[src/rtl/irs_pkg.sv]
`timescale 1ns/1ps
package irs_pkg;
    typedef enum logic [1:0] {
        ST_IDLE  = 2'd0,
        ST_MARK  = 2'd1,
        ST_SPACE = 2'd2
    } run_state_e;
endpackage

[src/rtl/irs_sync.sv]
`timescale 1ns/1ps
module irs_sync #(
    parameter int STAGES = 2
) (
    input  logic clk,
    input  logic rst_n,
    input  logic raw_i,
    input  logic invert_i,
    output logic lvl_o
);
    logic [STAGES-1:0] sh_q;

    generate
        for (genvar g = 0; g < STAGES; g++) begin : g_stage
            if (g == 0) begin : g_first
                always_ff @(posedge clk or negedge rst_n) begin
                    if (!rst_n) sh_q[0] <= 1'b0;
                    else        sh_q[0] <= raw_i;
                end
            end else begin : g_next
                always_ff @(posedge clk or negedge rst_n) begin
                    if (!rst_n) sh_q[g] <= 1'b0;
                    else        sh_q[g] <= sh_q[g-1];
                end
            end
        end
    endgenerate

    // polarity applied to the synchronized level
    assign lvl_o = sh_q[STAGES-1] ^ invert_i;
endmodule

[src/rtl/irs_tick.sv]
`timescale 1ns/1ps
module irs_tick #(
    parameter int DIV = 64
) (
    input  logic clk,
    input  logic rst_n,
    input  logic en_i,
    output logic tick_o
);
    localparam int CW = (DIV > 1) ? $clog2(DIV) : 1;
    localparam logic [CW-1:0] LAST = CW'(DIV - 1);

    logic [CW-1:0] cnt_q;

    always_ff @(posedge clk or negedge rst_n) begin
        if (!rst_n)             cnt_q <= '0;
        else if (!en_i)         cnt_q <= '0;
        else if (cnt_q == LAST) cnt_q <= '0;
        else                    cnt_q <= cnt_q + 1'b1;
    end

    assign tick_o = en_i && (cnt_q == LAST);

    generate
        if (DIV > 1) begin : g_gap

            tick_gap_chk: assert property (@(posedge clk) disable iff (!rst_n)
                tick_o |=> !tick_o);
        end
    endgenerate
endmodule

[src/rtl/irs_run_fsm.sv]
`timescale 1ns/1ps
module irs_run_fsm
    import irs_pkg::*;
#(
    parameter int LEN_W  = 7,
    parameter int NTHR_W = 6,
    parameter int ITHR_W = 8
) (
    input  logic              clk,
    input  logic              rst_n,
    input  logic              en_i,
    input  logic              tick_i,
    input  logic              smp_i,
    input  logic [NTHR_W-1:0] nthr_i,
    input  logic [ITHR_W-1:0] ithr_i,
    output logic              byte_vld_o,
    output logic [LEN_W:0]    byte_data_o,
    output logic              pkt_end_o
);
    localparam int RUN_W = LEN_W + 1;
    localparam int SUM_W = LEN_W + 2;
    localparam int CND_W = NTHR_W + 1;
    localparam int IDL_W = ITHR_W + 2;
    localparam int SEG   = 1 << LEN_W;

    run_state_e       st_q, st_d;
    logic [RUN_W-1:0] run_q, run_d;
    logic [CND_W-1:0] cand_q, cand_d, cand_inc;
    logic [IDL_W-1:0] idle_q, idle_d, idle_sum, cand_idl, ithr_x;
    logic [SUM_W-1:0] sum;
    logic             cur, confirm;
    logic             emit, pe;
    logic [LEN_W:0]   emit_data;

    assign cand_inc = cand_q + CND_W'(1);
    assign confirm  = cand_inc > {1'b0, nthr_i};
    assign cand_idl = IDL_W'(cand_inc);
    assign ithr_x   = IDL_W'(ithr_i);
    assign sum      = SUM_W'(run_q) + SUM_W'(cand_q) + SUM_W'(1);
    assign idle_sum = idle_q + IDL_W'(cand_q) + IDL_W'(1);
    assign cur      = (st_q == ST_MARK);

    // state register
    always_ff @(posedge clk or negedge rst_n) begin
        if (!rst_n) begin
            st_q   <= ST_IDLE;
            run_q  <= '0;
            cand_q <= '0;
            idle_q <= '0;
        end else begin
            st_q   <= st_d;
            run_q  <= run_d;
            cand_q <= cand_d;
            idle_q <= idle_d;
        end
    end

    // next state and emission decision
    always_comb begin
        st_d      = st_q;
        run_d     = run_q;
        cand_d    = cand_q;
        idle_d    = idle_q;
        emit      = 1'b0;
        emit_data = '0;
        pe        = 1'b0;
        if (!en_i) begin
            st_d   = ST_IDLE;
            run_d  = '0;
            cand_d = '0;
            idle_d = '0;
        end else if (tick_i) begin
            if (smp_i != cur) begin
                if (confirm) begin
                    if (st_q != ST_IDLE && run_q != '0) begin
                        emit      = 1'b1;
                        emit_data = {cur, run_q[LEN_W-1:0] - LEN_W'(1)};
                    end
                    cand_d = '0;
                    if (smp_i) begin
                        st_d   = ST_MARK;
                        run_d  = RUN_W'(cand_inc);
                        idle_d = '0;
                    end else if (cand_idl > ithr_x) begin
                        st_d   = ST_IDLE;
                        run_d  = '0;
                        idle_d = '0;
                        pe     = 1'b1;
                    end else begin
                        st_d   = ST_SPACE;
                        run_d  = RUN_W'(cand_inc);
                        idle_d = cand_idl;
                    end
                end else begin
                    cand_d = cand_inc;
                end
            end else begin
                cand_d = '0;
                if (st_q != ST_IDLE) begin
                    if (sum >= SUM_W'(SEG)) begin
                        emit      = 1'b1;
                        emit_data = {cur, {LEN_W{1'b1}}};
                        run_d     = RUN_W'(sum - SUM_W'(SEG));
                    end else begin
                        run_d = RUN_W'(sum);
                    end
                    if (st_q == ST_SPACE) begin
                        idle_d = idle_sum;
                        if (idle_sum > ithr_x) begin
                            st_d   = ST_IDLE;
                            run_d  = '0;
                            idle_d = '0;
                            pe     = 1'b1;
                            emit   = 1'b0;
                        end
                    end
                end
            end
        end
    end

    // registered outputs
    always_ff @(posedge clk or negedge rst_n) begin
        if (!rst_n) begin
            byte_vld_o  <= 1'b0;
            byte_data_o <= '0;
            pkt_end_o   <= 1'b0;
        end else begin
            byte_vld_o  <= emit;
            byte_data_o <= emit ? emit_data : '0;
            pkt_end_o   <= pe;
        end
    end


    out_after_tick_chk: assert property (@(posedge clk) disable iff (!rst_n)
        (byte_vld_o || pkt_end_o) |-> $past(tick_i));

    pe_once_chk: assert property (@(posedge clk) disable iff (!rst_n)
        pkt_end_o |=> !pkt_end_o);

    pe_idle_chk: assert property (@(posedge clk) disable iff (!rst_n)
        pkt_end_o |-> (st_q == ST_IDLE));

    dis_quiet_chk: assert property (@(posedge clk) disable iff (!rst_n)
        !en_i |=> (!byte_vld_o && !pkt_end_o));

    idle_byte_chk: assert property (@(posedge clk) disable iff (!rst_n)
        (byte_vld_o && st_q == ST_IDLE) |-> (byte_data_o[LEN_W] && pkt_end_o));

    seg_bound_chk: assert property (@(posedge clk) disable iff (!rst_n)
        run_q < RUN_W'(SEG));
endmodule

[src/rtl/ir_run_sampler.sv]
`timescale 1ns/1ps
module ir_run_sampler #(
    parameter int DIV         = 64,
    parameter int SYNC_STAGES = 2,
    parameter int LEN_W       = 7,
    parameter int NTHR_W      = 6,
    parameter int ITHR_W      = 8
) (
    input  logic              clk,
    input  logic              rst_n,
    input  logic              en,
    input  logic              invert,
    input  logic              ir_in,
    input  logic [NTHR_W-1:0] noise_thr,
    input  logic [ITHR_W-1:0] idle_thr,
    output logic              byte_vld,
    output logic [LEN_W:0]    byte_data,
    output logic              pkt_end
);
    logic lvl;
    logic tick;

    irs_sync #(.STAGES(SYNC_STAGES)) u_sync (
        .clk      (clk),
        .rst_n    (rst_n),
        .raw_i    (ir_in),
        .invert_i (invert),
        .lvl_o    (lvl)
    );

    irs_tick #(.DIV(DIV)) u_tick (
        .clk    (clk),
        .rst_n  (rst_n),
        .en_i   (en),
        .tick_o (tick)
    );

    irs_run_fsm #(
        .LEN_W  (LEN_W),
        .NTHR_W (NTHR_W),
        .ITHR_W (ITHR_W)
    ) u_fsm (
        .clk         (clk),
        .rst_n       (rst_n),
        .en_i        (en),
        .tick_i      (tick),
        .smp_i       (lvl),
        .nthr_i      (noise_thr),
        .ithr_i      (idle_thr),
        .byte_vld_o  (byte_vld),
        .byte_data_o (byte_data),
        .pkt_end_o   (pkt_end)
    );
endmodule

[config.mk]
export PLATFORM = sky130hd
export DESIGN_NAME = ir_run_sampler
export DESIGN_NICKNAME = d
export VERILOG_FILES = /design/src/rtl/irs_pkg.sv /design/src/rtl/irs_sync.sv /design/src/rtl/irs_tick.sv /design/src/rtl/irs_run_fsm.sv /design/src/rtl/ir_run_sampler.sv
export SDC_FILE = /design/constraint.sdc
export NUM_CORES = 1
export LEC_CHECK = 0
export CORE_MARGIN = 4
export CORE_UTILIZATION = 45
export DETAILED_ROUTE_END_ITERATION = 12
export DONT_BUFFER_PORTS = 1
export GPL_ROUTABILITY_DRIVEN = 0
export SLEW_MARGIN = 10
export SYNTH_ARGS = -nofsm -noshare
export SYNTH_HDL_FRONTEND = slang
export SYNTH_HIERARCHICAL = 1
export SYNTH_SLANG_ARGS = --single-unit
[constraint.sdc]
create_clock -name clk -period 3.6 [get_ports clk]
set_clock_uncertainty 0.1 [all_clocks]
set_input_delay 0.18 -clock clk [delete_from_list [all_inputs] [get_ports clk]]
set_output_delay 0.18 -clock clk [all_outputs]
set_load 0.02 [all_outputs]
Word level (Yosys, flattened, before mapping)
Index checks and enable logic that the tools add are counted.
{"block": "totals", "regBits": 45, "elab_cells": 99, "inputBits": 19, "output_inout_bits": 10}
{"block": "op_classes", "n_mux": 60, "n_eq_ne": 9, "n_addsub": 8, "bitwise": 1, "magnitude_cmp": 4, "n_reduce_logical": 7}
{"op": "$mux W8", "count": 17}
{"op": "$mux W10", "count": 8}
{"op": "$mux W7", "count": 6}
{"op": "$mux W1", "count": 18}
{"op": "$mux W2", "count": 9}
{"op": "$mux W6", "count": 2}
{"op": "$add A10 B1 Y10 const B", "count": 1}
{"op": "$add A10 B7 Y10", "count": 1}
{"op": "$gt A10 B8 Y1", "count": 1}
{"op": "$add A8 B7 Y9", "count": 1}
{"op": "$add A9 B1 Y9 const B", "count": 1}
{"op": "$ge A9 B8 Y1 const B", "count": 1}
{"op": "$ne A3 B1 Y1 const B", "count": 3}
{"op": "$gt A7 B8 Y1", "count": 1}
{"op": "$reduce_bool A8 Y1", "count": 1}
{"op": "$sub A8 B8 Y8 const B", "count": 1}
{"op": "$add A7 B1 Y7 const B", "count": 1}
{"op": "$gt A7 B6 Y1", "count": 1}
{"op": "$sub A7 B1 Y7 const B", "count": 1}
{"op": "$add A6 B1 Y6 const B", "count": 1}
{"op": "$eq A6 B6 Y1 const B", "count": 1}
{"op": "$reduce_and A5 Y1", "count": 1}
{"op": "$reduce_and A4 Y1", "count": 1}
{"op": "$ne A3 B2 Y1 const B", "count": 1}
{"op": "8 further kinds", "count": 9}

Depth between registers and ports, before layout
Gate-level depths: netlist of the first run.
{"block": "logic_depth", "ltp_word": 11, "ltp_mapped": 18, "mapped_depth_nobuf": 17}

Modules after synthesis
The synthesis of the first run kept the hierarchy.
{"mod": "irs_run_fsm", "instances": 1, "cells_each": 334, "area_per_inst_um2": 3049.2, "seq_area_each_um2": 925.9}
{"mod": "irs_tick", "instances": 1, "cells_each": 27, "area_per_inst_um2": 272.8, "seq_area_each_um2": 150.1}
{"mod": "irs_sync", "instances": 1, "cells_each": 3, "area_per_inst_um2": 58.8, "seq_area_each_um2": 50.0}

Worst setup path before layout of the first run
No wires, ideal clock.
{"block": "synth_timing", "kind": "register to register", "startpoint": "reg u_fsm.cand_q[0]", "endpoint": "reg u_fsm.run_q[5]", "path_buffers": 1, "stages_incl_launch_ff": 17, "setup_ns": 0.086, "setup_slack_ns": 0.065, "arrival_time_ns": 3.350, "t_required_ns": 3.414, "period_less_slack_ns": 3.535, "cell_sequence": "dfrtp_1 > inv_1 > ha_1 > inv_1 > fa_1 > a21o_1 > a21oi_1 > xnor2_1 > ha_1 > and4_1 > a221oi_2 > a221oi_1 > a311oi_2 > nand3_2 > o2bb2a_4 > buf_2 > o221ai_2"}
{"block": "synth_via", "elab_chain_cells": 10, "elab_cells_between_ends": 22, "classes_between": "add/sub (6); order compare (4); eq/ne (1); mux (10); reduce/logical (1)"}
{"item": "start, declared", "line_no": "irs_run_fsm.sv:28", "text": "logic [CND_W-1:0] cand_q, cand_d, cand_inc;"}
{"item": "start signal, assigned", "line_no": "irs_run_fsm.sv:53", "text": "cand_q <= cand_d;"}
{"item": "$add A8 B7 Y9", "line_no": "irs_run_fsm.sv:39", "text": "assign sum = SUM_W'(run_q) + SUM_W'(cand_q) + SUM_W'(1);"}
{"item": "$add A9 B1 Y9", "line_no": "irs_run_fsm.sv:39"}
{"item": "$sub A8 B8 Y8 or $ge A9 B8 Y1 (tied branches)", "line_no": "irs_run_fsm.sv:103, irs_run_fsm.sv:100"}
{"item": "$mux W8", "line_no": "irs_run_fsm.sv:100", "text": "if (sum >= SUM_W'(SEG)) begin"}
{"item": "$mux W8", "line_no": "irs_run_fsm.sv:109", "text": "if (idle_sum > ithr_x) begin"}
{"item": "$mux W8", "line_no": "irs_run_fsm.sv:107", "text": "if (st_q == ST_SPACE) begin"}
{"item": "$mux W8", "line_no": "irs_run_fsm.sv:99", "text": "if (st_q != ST_IDLE) begin"}
{"item": "$mux W8", "line_no": "irs_run_fsm.sv:73", "text": "if (smp_i != cur) begin"}
{"item": "$mux W8", "line_no": "irs_run_fsm.sv:72", "text": "end else if (tick_i) begin"}
{"item": "$mux W8", "line_no": "irs_run_fsm.sv:67", "text": "if (!en_i) begin"}
{"item": "end signal, assigned", "line_no": "irs_run_fsm.sv:52", "text": "run_q <= run_d;"}
{"item": "end, declared", "line_no": "irs_run_fsm.sv:27", "text": "logic [RUN_W-1:0] run_q, run_d;"}
Parallel ways exist; a longest one is shown, timed or not. The select of a mux whose other input is x is not followed.
A chain may end at the register's enable or synchronous reset.

Final worst setup path of the first run
{"block": "layout_timing", "startpoint": "reg u_fsm.idle_q[0]", "endpoint": "reg u_fsm.st_q[0]"}
{"block": "layout_via", "elab_chain_cells": 5}
{"item": "start, declared", "line_no": "irs_run_fsm.sv:29", "text": "logic [IDL_W-1:0] idle_q, idle_d, idle_sum, cand_idl, ithr_x;"}
{"item": "start signal, assigned", "line_no": "irs_run_fsm.sv:54", "text": "idle_q <= idle_d;"}
{"item": "$add A10 B7 Y10", "line_no": "irs_run_fsm.sv:40", "text": "assign idle_sum = idle_q + IDL_W'(cand_q) + IDL_W'(1);"}
{"item": "$add A10 B1 Y10", "line_no": "irs_run_fsm.sv:40"}
{"item": "$gt A10 B8 Y1", "line_no": "irs_run_fsm.sv:109"}
{"item": "$ne A3 B1 Y1 (no line)"}
{"item": "$reduce_and A5 Y1 (no line)"}
{"item": "end signal, assigned", "line_no": "irs_run_fsm.sv:51", "text": "st_q <= st_d;"}
{"item": "end, declared", "line_no": "irs_run_fsm.sv:26", "text": "run_state_e st_q, st_d;"}
No other way between the ends.

==> flow_summary.yaml, run 1 <==
final_layout:
  n_antenna_cell: 0
  area_growth_pct: 16.8
  layout-drive-gt1-share_pct: 18.5
  final_util_pct: 54.2
  design_area_sq_um: 3950
  n_fill_cell: 704
  layout.nets: 456
  finalNonFillerCells: 494
global_routing:
  grt_pass1_vias: 2785
  grt_pass1_wl_um: 14000
  antenna_found_initial: 0
  grt_overflow_total: 0
  grt_use_total_pct: 19.9
  grt_max_degree: 46
yosys:
  ys.flop_type: "dfrtp_1"
  syn_inst: 364
  ys_ff_latch: 45
  synthTopCellsByArea: "dfrtp_1 (33%), ha_1 (15%), nand2_1 (4.1%)"
  async_reset_ff_share_pct: 100
  synthXorXnorAreaFrac_pct: 5.96
  synth_warnings: 6
  synth_cell_types: 62
  synth-edff-count: 0
  synth_area_per_cell_sq_um: 9.29
  yosys.area_share.simple_pct: 18.8
  synth_top_cell_by_area: "dfrtp_1"
  yosys-mux-area-fraction_pct: 0.296
  synth.net_count: 426
  synth-compound-area-share_pct: 21.1
  yosysSeqAreaShare_pct: 33.3
  synth_top_family_by_area: "compound AO/OA/AOI/OAI gates"
  synth_area_sq_um: 3380
  synth_fa_ha_area_share_pct: 16.4
  synth_top_area_share_pct: 33.3
detailed_routing:
  drt-total-wl_um: 8210
  first_pass_iters: 5
  drt_iter0_markers: 155
  drcViolationCount: 0
  vias_per_cell: 5.74
  post_drt_wl_per_cell_um: 16.6
  vias: 2835
  antenna_left: 0
pwr:
  pwr_density_cell_nw_per_um2: 240
  p_leak_nw: 1.87
  ir_drop_mv: 0.155
flow_run:
  drv_cap: 0
cts:
  cts_tree: "yes"
  cts_made_buffers: 5
  h-tree-depth: 2
  cts-root-buf: "clkbuf_8"
  clock_path_buffers: 2
  clk-insertion-delay-late_ns: 0.31
  cts_num_sinks: 45
  clk_pin_slew_ns: 0.10
critical_path:
  required_ns: 3.70
  critPathArrivalTime_ns: 3.60
  crit_chain: "inv_2, ha_4, inv_2, fa_2, a21o_1, a21oi_2, xnor2_2, ha_1, and4_4, a221oi_4, a221oi_2, a311oi_2, nand3_4, buf_4, buf_4, nand4_1, a21boi_0"
  startpoint_type: "flop"
  slowest_delay_ns: 0.41
  crit_slowest_cell: "dfrtp_1"
  reg2reg_from: "u_fsm/idle_q[0]$_DFFE_PN0P_"
  critPathMaxFanout: 8
  timing.reg2reg.setup_slack_ns: 0.10
  regToRegEndpoint: "u_fsm/st_q[0]$_DFFE_PN0P_"
  critPathLaunch: "u_fsm/idle_q[0]$_DFFE_PN0P_"
  crit_path_end: "u_fsm/st_q[0]$_DFFE_PN0P_"
  r2r_cells: 17
  endpoint_kind: "flop"
  crit_type: "flop to flop"
floorplan:
  coreArea_sq_um: 7290
  initial_utilization_pct: 46.4
  pin_count: 29
  dieHeight_um: 94.7
  die-area_sq_um: 8960
  die_w_um: 94.7
  fp-row-count: 31
timing:
  fin_crit_sh_pct: 97.2
  hold_slack_ns: 0.0803
  hold_viol: 0
  setup_viol: 0
  finalMaxSlewViolations: 0
  max_freq_mhz: 286
  relSlewSlack_pct: 54.7
  worst_pin_slew_ns: 0.675
  min_period_ns: 3.50
  fin_tns_setup_ns: 0
placement:
  io_buffers: 0
  postPlaceCellArea_sq_um: 3600
  dp_hpwl_um: 6420
  placed_cells: 474
status:
  status: "completed"
worst_hold_path:
  min_path_type: "primary input to flop"
==> Yosys cell counts, types with 2 or more instances <==
| library cell | count |
|---|---|
| a211o_1 | 5 |
| a211oi_1 | 2 |
| a21o_1 | 6 |
| a21oi_1 | 18 |
| a221o_1 | 7 |
| a22oi_1 | 2 |
| a31oi_1 | 3 |
| and2_1 | 3 |
| and3_1 | 2 |
| and4_1 | 2 |
| buf_2 | 2 |
| clkbuf_1 | 2 |
| dfrtp_1 | 45 |
| fa_1 | 2 |
| ha_1 | 41 |
| inv_1 | 30 |
| nand2_1 | 37 |
| nand2b_1 | 7 |
| nand3_1 | 9 |
| nand3_2 | 3 |
| nand3b_1 | 2 |
| nand4_1 | 2 |
| nor2_1 | 22 |
| nor2b_1 | 6 |
| nor3_1 | 15 |
| nor4_1 | 2 |
| o211ai_1 | 2 |
| o21a_1 | 4 |
| o21ai_0 | 19 |
| o21ai_1 | 2 |
| o221ai_2 | 5 |
| o22a_1 | 2 |
| o31ai_1 | 2 |
| or3_1 | 2 |
| xnor2_1 | 9 |
| xor2_1 | 14 |
==> worst min path at each step <==
stage / end / cells after the start / startpoint
after floorplan: u_fsm/byte_data_o[0]$_DFF_PN0_ / 0 / rst_n
after global placement: u_tick/cnt_q[3]$_DFF_PN0_ / 0 / rst_n
after detailed placement: u_tick/cnt_q[3]$_DFF_PN0_ / 0 / rst_n
after CTS: u_fsm/pkt_end_o$_DFF_PN0_ / 2 / en
after global routing: u_fsm/pkt_end_o$_DFF_PN0_ / 2 / en
final: u_fsm/pkt_end_o$_DFF_PN0_ / 2 / en
==> worst max-delay path, delay by kind of cell (launching register included) <==
kind                     cells  cell delay (ns)
AO/OA/AOI/OAI                6             1.10
adder cells (fa/ha/maj)      3             0.83
AND/OR/NAND/NOR              3             0.44
XOR/XNOR                     1             0.10
flip-flops                   1             0.41
buffers and inverters        4             0.41
==> cell families (layout without fill, tap and decap cells) <==
logic type      count (synthesis)  in the layout
flops                          45             45
xor+xnor                       23             23
buf+inv                        35             66
compound gates                 94             94
fa+ha+maj                      43             43
mux                             1              1
simple gates                  123            123
==> sequential cells by signal (all words and copies together) (netlist names) <==
name / cells
u_fsm/st_q: 2
u_fsm/run_q: 8
u_fsm/byte_vld_o: 1
u_fsm/pkt_end_o: 1
u_fsm/byte_data_o: 8
u_fsm/cand_q: 7
u_sync/sh_q: 2
u_tick/cnt_q: 6
u_fsm/idle_q: 10
==> power by group <==
| part | total [mW] | internal (mW) | switching, mW |
|---|---|---|---|
| registers | 0.516 | 0.511 | 0.00561 |
| logic | 0.0801 | 0.0281 | 0.0520 |
| clock network | 0.350 | 0.147 | 0.203 |
| total | 0.947 | 0.686 | 0.261 |
==> layout make-up <==
class	count	area (sq um)	share of cell area [%]
clock inverter	3	28.8	0.729
tap	99	124	3.14
inverter	30	113	2.85
sequential	45	1130	28.5
timing repair buffer	28	238	6.02
clock buffer	5	68.8	1.74
multi-input combinational	284	2250	57.0
==> repair_timing <==
action | CTS | global route
cloned | 0 | 0
endpoints found under the setup margin | 20 | 29
hold buffers | 4 | 0
endpoints found under the hold margin | 56 | 0
pin swaps | 4 | 19
gates resized for setup | 5 | 25
setup buffers | 2 | 6
==> cell usage in the layout, fill, tap and decap left out, drive strengths merged, types with 3 or more instances in the layout <==
| cell | Yosys | routed |
|---|---|---|
| o221ai | 5 | 5 |
| ha | 41 | 41 |
| inv | 30 | 33 |
| o21a | 4 | 4 |
| and2 | 4 | 4 |
| dfrtp | 45 | 45 |
| a211o | 5 | 5 |
| a211oi | 3 | 3 |
| clkbuf | 2 | 5 |
| a21oi | 18 | 18 |
| a21o | 6 | 6 |
| nand2b | 7 | 7 |
| o21ai | 22 | 22 |
| dlygate4sd3 | 0 | 3 |
| xor2 | 14 | 14 |
| a31oi | 3 | 3 |
| nand3 | 12 | 12 |
| a221o | 7 | 7 |
| nor4 | 3 | 3 |
| xnor2 | 9 | 9 |
| nor2b | 6 | 6 |
| buf | 3 | 25 |
| nand2 | 37 | 37 |
| nor2 | 23 | 23 |
| nor3 | 16 | 16 |
==> per-layer routing <==
layer	vias up	GRT usage [%]	part of all wire (%)
li1	1378	-	-
met1	1351	28.5	47
met2	91	30.2	46
met3	15	3.19	5.2
met4	0	6.85	2.0
met5	-	0	0
==> through the flow <==
stage | total power, mW | setup slack [ns]
after floorplan | 0.570 | 0.0646
after global placement | 0.584 | -0.0328
after detailed placement | 0.585 | -0.146
after CTS | 0.956 | 0.000489
after global routing | 0.991 | -0.0630
final | 0.947 | 0.100
No activity file was read; power rests on OpenSTA's default activity.
==> run 2: changes to the inputs <==
==> constraint.sdc (replaced) <==
create_clock -name clk -period 3.6 [get_ports clk]
set_clock_uncertainty 0.1 [all_clocks]
set_input_delay 0.36 -clock clk [delete_from_list [all_inputs] [get_ports clk]]
set_output_delay 0.36 -clock clk [all_outputs]
set_load 0.02 [all_outputs]
==> flow_summary.yaml, run 2 (synthesis gave the netlist of run 1 again) <==
status:
  status: "completed"
final_layout:
  layout_commonest_cell: "dfrtp_1"
  finalNonFillerCells: 493
  largest_register: "u_fsm/idle_q"
  n_antenna_cell: 0
  largest_reg_flops: 10
  top_regs: "u_fsm/idle_q: 10 flops, u_fsm/byte_data_o: 8 flops, u_fsm/run_q: 8 flops"
  final_cell_mix: "dfrtp_1 (45), ha_1 (39), nand2_1 (37)"
  layout-drive-gt1-share_pct: 18.5
  area_growth_pct: 16.5
  layout.nets: 455
floorplan:
  coreArea_sq_um: 7290
  fp-row-count: 31
  dieHeight_um: 94.7
  pin_count: 29
  initial_utilization_pct: 46.4
  die_w_um: 94.7
  die-area_sq_um: 8960
global_routing:
  grt_pass1_vias: 2773
  grt_pass1_wl_um: 13900
  grt_use_total_pct: 19.7
  grt_overflow_total: 0
  antenna_found_initial: 0
  grt_max_degree: 46
detailed_routing:
  drt-total-wl_um: 8140
  antenna_left: 0
  drcViolationCount: 0
  drt_iter0_markers: 138
  vias: 2812
  post_drt_wl_per_cell_um: 16.5
  first_pass_iters: 5
  vias_per_cell: 5.70
pwr:
  p_switching_mw: 0.257
  p_clk_share_pct: 36.9
  pwr_density_cell_nw_per_um2: 239
  combPwrFrac_pct: 8.3
  p_seq_share_pct: 54.8
  ir_drop_mv: 0.154
  internal_power_mw: 0.685
  power_switching_share_pct: 27.3
  p_leak_nw: 1.87
critical_path:
  crit_type: "flop to flop"
  critPathArrivalTime_ns: 3.64
  endpoint_kind: "flop"
  slowest_delay_ns: 0.41
  startpoint_type: "flop"
  crit_slowest_cell: "dfrtp_1"
  crit_chain: "inv_2, ha_4, inv_2, fa_2, a21o_1, a21oi_2, xnor2_2, ha_1, and4_4, a221oi_4, a221oi_2, a311oi_2, nand3_4, a221o_1, a21oi_2"
  required_ns: 3.75
  critPathMaxFanout: 8
timing:
  hold_viol: 0
  relSlewSlack_pct: 52.6
  min_period_ns: 3.49
  max_freq_mhz: 287
  fin_tns_setup_ns: 0
  setup_viol: 0
  hold_slack_ns: 0.0649
  fin_crit_sh_pct: 96.9
  finalMaxSlewViolations: 0
  worst_pin_slew_ns: 0.706
cts:
  cts_num_sinks: 45
  h-tree-depth: 2
  cts_tree: "yes"
  cts_made_buffers: 5
  clock_path_buffers: 2
  clk-insertion-delay-late_ns: 0.31
  clk_pin_slew_ns: 0.10
  cts-root-buf: "clkbuf_8"
placement:
  placed_cells: 474
  dp_hpwl_um: 6420
  io_buffers: 0
worst_hold_path:
  min_path_type: "primary input to flop"
flow_run:
  drv_cap: 0
==> run 2: cell count changes in the layout (fill, tap and decap cells not counted) <==
| cell | previous run | this run |
|---|---|---|
| dlygate4sd3_1 | 3 | 2 |
==> run 2: final timing paths <==
| kind | cells after the start | slack [ns] | startpoint | to |
|---|---|---|---|---|
| min reg2reg | 0 | 0.27 | u_sync/sh_q[0]$_DFF_PN0_ | u_sync/sh_q[1]$_DFF_PN0_ |
| max | 15 | 0.11 | u_fsm/idle_q[0]$_DFFE_PN0P_ | u_fsm/run_q[7]$_DFFE_PN0P_ |
| max in group asynchronous | 2 | 2.75 | rst_n | u_fsm/idle_q[0]$_DFFE_PN0P_ |
| max reg2reg | 15 | 0.11 | u_fsm/idle_q[0]$_DFFE_PN0P_ | u_fsm/run_q[7]$_DFFE_PN0P_ |
| min in group asynchronous | 2 | 0.44 | rst_n | u_tick/cnt_q[3]$_DFF_PN0_ |
| min | 2 | 0.06 | en | u_fsm/run_q[7]$_DFFE_PN0P_ |
==> run 2: metrics by stage <==
step	power (mW)	setup slack (ns)	instance area (sq um)	utilization (%)
final	0.943	0.110	3940	54.0
after detailed placement	0.585	-0.146	3600	49.3
after global placement	0.584	-0.0328	3600	49.3
after global routing	0.988	-0.0632	3940	54.0
after floorplan	0.570	0.0646	3380	-
after CTS	0.954	0.000489	3770	51.8
==> run 2: cell type report <==
cell class | instances | area (sq um)
Multi-Input combinational cell | 284 | 2250
Clock inverter | 3 | 28.8
Tap cell | 99 | 124
Inverter | 30 | 113
Timing Repair Buffer | 27 | 228
Sequential cell | 45 | 1130
Clock buffer | 5 | 68.8
Fill cell | 705 | 3350
==> run 2: worst max-delay path, delay by kind of cell (launching register included) <==
kind / cells / cell delay [ns]
flip-flops: 1 / 0.41
AND/OR/NAND/NOR: 2 / 0.35
buffers and inverters: 2 / 0.12
XOR/XNOR: 1 / 0.10
adder cells (fa/ha/maj): 3 / 0.83
AO/OA/AOI/OAI: 7 / 1.53
==> run 2: timing repair <==
item / CTS / global route
buffers inserted: 2 / 6
pin swaps: 4 / 19
setup endpoints to repair: 20 / 29
hold buffers: 3 / 0
endpoints found under the hold margin: 46 / 0
cloned: 0 / 0
resized for setup: 5 / 25
==> run 2: routing by layer <==
layer	vias to the layer above	share of wire, %	wire length [um]	GRT usage, %
li1	1378	-	-	-
met1	1340	48	3900	28.4
met2	77	45	3690	29.8
met3	17	4.5	366	3.19
met4	0	2.3	187	7.09
met5	-	0	0	0
==> run 2: power groups by stage <==
| stage | clock network, mW | registers (mW) | logic, mW |
|---|---|---|---|
| 2_1_floorplan | 0 | 0.525 | 0.0449 |
| 3_3_place_gp | 0 | 0.526 | 0.0579 |
| 3_5_place_dp | 0 | 0.527 | 0.0589 |
| 4_1_cts | 0.362 | 0.517 | 0.0751 |
| 5_1_grt | 0.381 | 0.518 | 0.0893 |
| 6_report | 0.348 | 0.516 | 0.0781 |
